## src/rtl/mant_round_pkg.sv

```systemverilog
package mant_round_pkg;

  typedef enum logic [1:0] {
    RM_NEAREST = 2'b00,
    RM_ZERO    = 2'b01,
    RM_POS_INF = 2'b10,
    RM_NEG_INF = 2'b11
  } rmode_e;

  // Decide whether an inexact value must be bumped by one ulp.
  function automatic logic want_increment(input rmode_e mode, input logic sign,
                                          input logic g, input logic r,
                                          input logic s, input logic lsb);
    logic lost;
    lost = g | r | s;
    unique case (mode)
      RM_NEAREST: want_increment = g & (r | s | lsb);
      RM_ZERO:    want_increment = 1'b0;
      RM_POS_INF: want_increment = lost & ~sign;
      RM_NEG_INF: want_increment = lost & sign;
      default:    want_increment = 1'b0;
    endcase
  endfunction

  // Decide whether an overflowing result saturates to infinity.
  function automatic logic overflow_goes_inf(input rmode_e mode, input logic sign);
    unique case (mode)
      RM_NEAREST: overflow_goes_inf = 1'b1;
      RM_ZERO:    overflow_goes_inf = 1'b0;
      RM_POS_INF: overflow_goes_inf = ~sign;
      RM_NEG_INF: overflow_goes_inf = sign;
      default:    overflow_goes_inf = 1'b1;
    endcase
  endfunction

endpackage

```

## src/rtl/rnd_decide.sv

```systemverilog
module rnd_decide
  import mant_round_pkg::*;
(
  input  logic [1:0] mode,
  input  logic       sign,
  input  logic       guard_bit,
  input  logic       round_bit,
  input  logic       sticky_bit,
  input  logic       lsb,
  output logic       inexact,
  output logic       incr
);
  rmode_e mode_e;

  always_comb begin
    mode_e  = rmode_e'(mode);
    inexact = guard_bit | round_bit | sticky_bit;
    incr    = want_increment(mode_e, sign, guard_bit, round_bit, sticky_bit, lsb);
  end
endmodule

```

## src/rtl/rnd_incr.sv

```systemverilog
module rnd_incr #(
  parameter int W = 24
) (
  input  logic [W-1:0] base,
  input  logic         inc,
  output logic [W-1:0] sum,
  output logic         cout
);
  logic [W:0] cy;

  assign cy[0] = inc;

  genvar i;
  generate
    for (i = 0; i < W; i++) begin : g_ha
      assign sum[i]  = base[i] ^ cy[i];
      assign cy[i+1] = base[i] & cy[i];
    end
  endgenerate

  assign cout = cy[W];
endmodule

```

## src/rtl/rnd_ovf_sel.sv

```systemverilog
module rnd_ovf_sel
  import mant_round_pkg::*;
(
  input  logic [1:0] mode,
  input  logic       sign,
  input  logic       ovf,
  output logic       to_inf,
  output logic       to_max
);
  logic goes_inf;

  always_comb begin
    goes_inf = overflow_goes_inf(rmode_e'(mode), sign);
    to_inf   = ovf & goes_inf;
    to_max   = ovf & ~goes_inf;
  end
endmodule

```

## src/rtl/mant_round_unit.sv

```systemverilog
module mant_round_unit #(
  parameter int MANT_W = 24
) (
  input  logic              clk,
  input  logic              rst_n,
  input  logic              in_valid,
  input  logic [MANT_W+1:0] in_mant,
  input  logic              in_sticky,
  input  logic              in_sign,
  input  logic [1:0]        in_mode,
  input  logic              in_ovf,
  output logic              out_valid,
  output logic [MANT_W-1:0] out_mant,
  output logic              out_carry,
  output logic              out_round_up,
  output logic              out_inexact,
  output logic              out_frac_inexact,
  output logic              out_frac_rounded,
  output logic              out_ovf_flag,
  output logic              out_to_inf,
  output logic              out_to_max
);
  localparam int IN_W = MANT_W + 2;

  // Named internal events
  logic [MANT_W-1:0] shifted_mant;
  logic              g_bit, r_bit;
  logic              ev_inexact;
  logic              ev_incr;
  logic [MANT_W-1:0] rounded_mant;
  logic              ev_carry;
  logic              ev_to_inf;
  logic              ev_to_max;

  assign shifted_mant = in_mant[IN_W-1:2];
  assign g_bit        = in_mant[1];
  assign r_bit        = in_mant[0];

  rnd_decide u_decide (
    .mode       (in_mode),
    .sign       (in_sign),
    .guard_bit  (g_bit),
    .round_bit  (r_bit),
    .sticky_bit (in_sticky),
    .lsb        (shifted_mant[0]),
    .inexact    (ev_inexact),
    .incr       (ev_incr)
  );

  rnd_incr #(.W(MANT_W)) u_incr (
    .base (shifted_mant),
    .inc  (ev_incr),
    .sum  (rounded_mant),
    .cout (ev_carry)
  );

  rnd_ovf_sel u_ovf (
    .mode   (in_mode),
    .sign   (in_sign),
    .ovf    (in_ovf),
    .to_inf (ev_to_inf),
    .to_max (ev_to_max)
  );

  always_ff @(posedge clk) begin
    if (!rst_n) begin
      out_valid        <= 1'b0;
      out_mant         <= '0;
      out_carry        <= 1'b0;
      out_round_up     <= 1'b0;
      out_inexact      <= 1'b0;
      out_frac_inexact <= 1'b0;
      out_frac_rounded <= 1'b0;
      out_ovf_flag     <= 1'b0;
      out_to_inf       <= 1'b0;
      out_to_max       <= 1'b0;
    end else begin
      out_valid        <= in_valid;
      out_carry        <= in_valid & ev_carry;
      out_round_up     <= in_valid & ev_incr;
      out_inexact      <= in_valid & ev_inexact;
      out_frac_inexact <= in_valid & ev_inexact;
      out_frac_rounded <= in_valid & ev_incr;
      out_ovf_flag     <= in_valid & ev_to_inf;
      out_to_inf       <= in_valid & ev_to_inf;
      out_to_max       <= in_valid & ev_to_max;
      if (in_valid) out_mant <= rounded_mant;
    end
  end

  // Assertions next to the logic they guard
  assert_exact_passthrough_R2: assert property (@(posedge clk) disable iff (!rst_n)
    (in_valid && in_mant[1:0] == 2'b00 && !in_sticky) |=>
      (!out_inexact && !out_round_up && !out_carry &&
       out_mant == $past(in_mant[IN_W-1:2])));

  assert_inexact_pair_R3: assert property (@(posedge clk) disable iff (!rst_n)
    out_inexact |-> (out_frac_inexact && out_valid));

  assert_nearest_needs_guard_R4: assert property (@(posedge clk) disable iff (!rst_n)
    (in_valid && in_mode == 2'b00 && !in_mant[1]) |=> !out_round_up);

  assert_zero_no_bump_R5: assert property (@(posedge clk) disable iff (!rst_n)
    (in_valid && in_mode == 2'b01) |=> !out_round_up);

  assert_directed_sign_R6: assert property (@(posedge clk) disable iff (!rst_n)
    (in_valid && ((in_mode == 2'b10 && in_sign) || (in_mode == 2'b11 && !in_sign)))
      |=> !out_round_up);

  assert_rounded_flag_R7: assert property (@(posedge clk) disable iff (!rst_n)
    out_frac_rounded == out_round_up);

  assert_carry_needs_bump_R7: assert property (@(posedge clk) disable iff (!rst_n)
    out_carry |-> (out_round_up && out_mant == '0));

  assert_target_exclusive_R8: assert property (@(posedge clk) disable iff (!rst_n)
    $onehot0({out_to_inf, out_to_max}));

  assert_zero_mode_saturates_R8: assert property (@(posedge clk) disable iff (!rst_n)
    (in_valid && in_ovf && in_mode == 2'b01) |=> (out_to_max && !out_ovf_flag));

  assert_ovf_flag_R9: assert property (@(posedge clk) disable iff (!rst_n)
    out_ovf_flag == out_to_inf);

  assert_idle_quiet_R10: assert property (@(posedge clk) disable iff (!rst_n)
    !in_valid |=> (!out_valid && !out_inexact && !out_round_up && !out_to_inf &&
                   !out_to_max && $stable(out_mant)));
endmodule

```

## config.mk

```make
export PLATFORM = sky130hd
export DESIGN_NAME = mant_round_unit
export DESIGN_NICKNAME = d
export VERILOG_FILES = /design/src/rtl/mant_round_pkg.sv /design/src/rtl/rnd_decide.sv /design/src/rtl/rnd_incr.sv /design/src/rtl/rnd_ovf_sel.sv /design/src/rtl/mant_round_unit.sv
export SDC_FILE = /design/constraint.sdc
export NUM_CORES = 1
export LEC_CHECK = 0
export CAP_MARGIN = 10
export CORE_MARGIN = 1.5
export CORE_UTILIZATION = 50
export CTS_BUF_LIST = sky130_fd_sc_hd__clkbuf_16
export DETAILED_ROUTE_END_ITERATION = 6
export DONT_BUFFER_PORTS = 1
export GPL_TIMING_DRIVEN = 0
export PLACE_DENSITY = 0.61
export SYNTH_ARGS = -nofsm -noshare
export SYNTH_HDL_FRONTEND = slang
export SYNTH_HIERARCHICAL = 1
export SYNTH_SLANG_ARGS = --single-unit
```

## constraint.sdc

```tcl
create_clock -name clk -period 7.5 [get_ports clk]
set_input_delay 1.125 -clock clk [delete_from_list [all_inputs] [get_ports clk]]
set_output_delay 1.125 -clock clk [all_outputs]
set_load 0.005 [all_outputs]
```

## Word level (Yosys, flattened, before mapping)

Index checks and enable logic that the tools add are counted.

- Eq/ne operators: 3
- Mux-type cells: 2
- Bitwise gates (word level): 64
- Reductions and logical operators: 1

Operators by type and width:

| operator | number |
|---|---|
| 1-bit AND | 34 |
| 1-bit XOR | 24 |
| 1-bit one-hot mux with 4 select lines | 2 |
| 2-bit == test, second input constant | 2 |
| 1-bit bitwise OR | 4 |
| 2-bit by 1-bit == test with 1-bit output, second input constant | 1 |
| 2-bit zero test | 1 |
| 1-bit inverter | 2 |

- Bits in registers: 30
- Bits of input ports: 34
- Output and inout bits: 33
- Word-level logic and storage cells: 77

## Depth between registers and ports, before layout

- Depth in word-level cells: 29
- Gate-level depth with buffers: 29
- Depth with buffers taken out: 29

## Cells and area by module

The synthesis kept the hierarchy.

By module, submodules not included:

| module | instances | cells an instance | area each (um^2) | seq. area each (um^2) |
|---|---|---|---|---|
| mant_round_unit | 1 | 93 | 1092.3 | 600.6 |
| rnd_incr | 1 | 24 | 300.3 | 0.0 |
| rnd_decide | 1 | 7 | 40.0 | 0.0 |
| rnd_ovf_sel | 1 | 5 | 33.8 | 0.0 |

## Least setup slack after synthesis

No wires, ideal clock.

- Kind: input port to flip-flop
- Start point: in in_mant[0]
- End point: reg out_mant[23]
- Setup time: 116 ps
- Arrival: 5924 ps
- Required time: 7384 ps
- Slack: 1460 ps
- Stages: 29
- Path buffers: 0
- Path through: or2_1 -> a21oi_1 -> nor3_1 -> ha_1 -> ha_1 -> ha_1 -> ha_1 -> ha_1 -> ha_1 -> ha_1 -> ha_1 -> ha_1 -> ha_1 -> ha_1 -> ha_1 -> ha_1 -> ha_1 -> ha_1 -> ha_1 -> ha_1 -> ha_1 -> ha_1 -> ha_1 -> ha_1 -> ha_1 -> ha_1 -> ha_1 -> mux2i_1 -> nor2b_1

- Word-level cells in the longest chain between the ends: 28
- Elaborated cells on any way between the ends: 32
- Classes of those cells: mux (1); bitwise (31)

RTL lines:

| item | RTL line | text |
|---|---|---|
| start: declaration | mant_round_unit.sv:7 | `input logic [MANT_W+1:0] in_mant,` |
| 1-bit bitwise OR, on equally long branches (2 in series) | mant_round_pkg.sv:15, mant_round_pkg.sv:17 |  |
| 1-bit AND, on equally long branches | mant_round_pkg.sv:20, mant_round_pkg.sv:17, mant_round_pkg.sv:19 |  |
| 1-bit one-hot mux with 4 select lines * | mant_round_pkg.sv:16 | `unique case (mode)` |
| named net ev_incr | mant_round_unit.sv:29 | `logic ev_incr;` |
| 1-bit AND * (23 in series) | rnd_incr.sv:17 | `assign cy[i+1] = base[i] & cy[i];` |
| 1-bit XOR * | rnd_incr.sv:16 | `assign sum[i] = base[i] ^ cy[i];` |
| named net rounded_mant[23] | mant_round_unit.sv:30 | `logic [MANT_W-1:0] rounded_mant;` |
| end signal: assignment | mant_round_unit.sv:87 | `if (in_valid) out_mant <= rounded_mant;` |
| end: declaration | mant_round_unit.sv:13 | `output logic [MANT_W-1:0] out_mant,` |

The timed path passes the listed nets; every way through them passes the cells marked *.
A chain may end at the register's enable or synchronous reset.

## Final worst setup path

Ends and elaborated chain as after synthesis.

==> metrics.md <==
| Metric | Value |
|---|---|
| Post-Route Setup TNS | 0 ps |
| Number of remaining DRC errors | 0 |
| Fin crit period | 6060 ps |
| Final WS setup | 1440 ps |
| Iter 0 DRT Violations | 10 |
| Vias after detailed routing | 892 |
| Number of flops mapped to enable cells by yosys | 0 |
| Core Region | 2760 sq um |
| RSZ-0062 raised after global routing | no |
| Status | finished clean |
| Antenna violations before repair | 0 |
| Max Fclk | 0.165 GHz |
| Cts hold-fix bufs | 0 |
| Final hold viol count | 0 |
| Cts bufs inserted | 5 |
| CP Launch Type | input pin |
| Number of library cell types mapped by synthesis | 16 |
| Max incr delay on CP | 290 ps |
| Switching portion of total power | 20.9% |
| IO buf count | 0 |
| # diodes | 0 |
| Final setup vio count | 0 |
| # Post-CTS Setup Buffers | 0 |
| Post-DP HPWL | 1900 um |
| RePlAce Congestion | 0.691 |
| Inst Count DP | 160 |
| Final std cells w/o fill | 167 |
| Worst Hold Class | register to register |
| Avg WL per Cell | 14.2 um |
| Clock Tree Buf Depth | 2 |
| DIE WIDTH | 57.2 um |
| Crit Path Max Fanout | 2 |
| Grt total ovfl | 0 |
| Worst Tran Pin Value | 311 ps |
| Drt via density | 5.34 |
| Most numerous cell in the Yosys netlist | dfxtp_1 |
| Critical path start-end classification | input pin to register |
| Setup WS pre-CTS | 1140 ps |
| Endpoint kind of the worst setup timing path | register |
| CTS tree | done |
| Critical Path AT | 6210 ps |
| Total of max-cap violations | 0 |
| First-pass GRT wire length | 4110 um |
| Cell accounting for the most synthesized area | dfxtp_1 |
| Vias in the first global route | 925 |
| Syn nets | 187 |
| Die H | 57.2 um |
| Peak supply drop | 0.199 mV |
| Die ar. | 3270 sq um |
| Clk Latency, worst-skew pair | 260 ps |
| Yosys reg bits | 30 |
| Asr flop ratio synth | 0% |
| Mapped Cells | 129 |
| Routed wire length | 2370 um |
| Pin count of the biggest net entering global routing | 11 |
| Total GRT Usage | 16.3% |
| Reg clk slew, reported paths | 50 ps |
| Slew margin rel. | 79.2% |
| Initial DRT Pass Iterations | 4 |
| H-tree lvl count | 2 |
| Synth warnings | 6 |
| Root Buffer | clkbuf_16 |
| Static leakage | 0.818 nW |
| Clock network fraction of design power | 46.3% |
| Post-route ant nets | 0 |
| Post-synth top flop | dfxtp_1 |
| Post-placement cell area | 1510 sq um |
| Ranking of synthesized cells by area | dfxtp_1 41%, ha_1 20%, mux2i_1 18% |
| CTS sink cnt | 30 |
| Worst Path Required | 7650 ps |
| # nets final | 194 |
| FP Rows | 19 |
| PwrDens | 236 nW/um^2 |
| P&R area growth vs syn | 11.9% |
| Ports | 67 |
| Min Hold Slack | 538 ps |
| Synth top area share | 41.0% |
| Final Cell Area | 1640 sq um |
| Initial core utilization | 53.2% |
| Post-CTS Resized | 0 |
| Sequential share of the synthesized area | 41.0% |
| Int Power | 0.000305 W |
| Syn Area/Cell | 11.4 sq um |
| Final slew viol count | 0 |
| Final period utilization | 80.8% |
| Flop pwr share | 45.6% |
| List of most frequent post-synthesis cells | 30 x dfxtp_1, 26 x mux2i_1, 24 x ha_1, 24 x nor2b_1, 5 x and3_1 |
| Skew final | 0 ps |
| Most used cell, CP | ha_1 |
| Slowest-stage cell, CP | ha_1 |
| Switching component of the power | 0.0000809 W |
| Share of cells above drive strength 1 | 9.56% |
| Mapped cell area | 1470 sq um |
| Combinational share of power | 8.1% |
through the flow:
step	util, %	total power [W]
4_1_cts	59.5	0.000394
3_3_place_gp	54.6	0.000210
5_1_grt	59.5	0.000408
6_report	59.5	0.000386
2_1_floorplan	-	0.000204
3_5_place_dp	54.6	0.000211
cell usage in the layout (no fill, tap or decap), drive strengths merged:
master	instances
nor2b	24
or3	1
clkbuf	8
nand2	3
xnor2	1
and2	1
dfxtp	30
ha	24
mux2i	26
clkinv	2
nand2b	1
a21oi	1
nor3	2
buf	6
and3	5
or2	1
routing by layer:
layer  GRT usage (%)  wire [um]  vias up  part of all wire (%)
met3            7.03        222        4                   9.4
li1                -          -      454                     -
met1            20.2       1040      394                    44
met5               0          0        -                     0
met2            25.6       1090       40                    46
met4            4.98         20        0                  0.84
state kept, by name, indices dropped and copies added (netlist names):
signal / cells
out_carry: 1
out_frac_inexact: 1
out_frac_rounded: 1
out_mant: 24
out_to_inf: 1
out_to_max: 1
out_valid: 1
cell type report:
class                           instances  area [sq um]
Clock buffer                            5           125
Sequential cell                        30           601
Multi-Input combinational cell         90           802
Tap cell                               31          38.8
Buffer                                  9          63.8
Fill cell                             249          1120
Clock inverter                          2          10.0
critical path, delay by kind of cell:
kind,cells,cell delay [ps]
fa+ha+maj,24,4460
mux,1,140
simple gates,4,510
path summary, 6_finish.rpt:
check / start / slack, ps / endpoint / cells past startpoint
setup reg to reg: out_mant[6]$_SDFFE_PN0P_ / 6850 / out_mant[6]$_SDFFE_PN0P_ / 2
setup / recovery: in_mant[0] / 1440 / out_mant[23]$_SDFFE_PN0P_ / 29
hold reg to reg: out_mant[15]$_SDFFE_PN0P_ / 540 / out_mant[15]$_SDFFE_PN0P_ / 2
hold / removal: out_mant[15]$_SDFFE_PN0P_ / 540 / out_mant[15]$_SDFFE_PN0P_ / 2
cell families after synthesis:
logic type	synth area share, %
multiplexers	17.7
XOR/XNOR	0.597
flip-flops	41.0
adder cells (fa/ha/maj)	20.5
buffers and inverters	4.35
AND/OR/NAND/NOR	15.5
AO/OA/AOI/OAI	0.341
power by group through the flow:
| stage | clock [W] | combinational, W | sequential (W) |
|---|---|---|---|
| CTS | 0.000186 | 0.0000318 | 0.000176 |
| detailed placement | 0 | 0.0000318 | 0.000179 |
| global route | 0.000195 | 0.0000361 | 0.000177 |
| global placement | 0 | 0.0000305 | 0.000179 |
| finish | 0.000179 | 0.0000311 | 0.000176 |
| floorplan | 0 | 0.0000267 | 0.000177 |
Note: power is estimated with default switching activity, not from simulation.
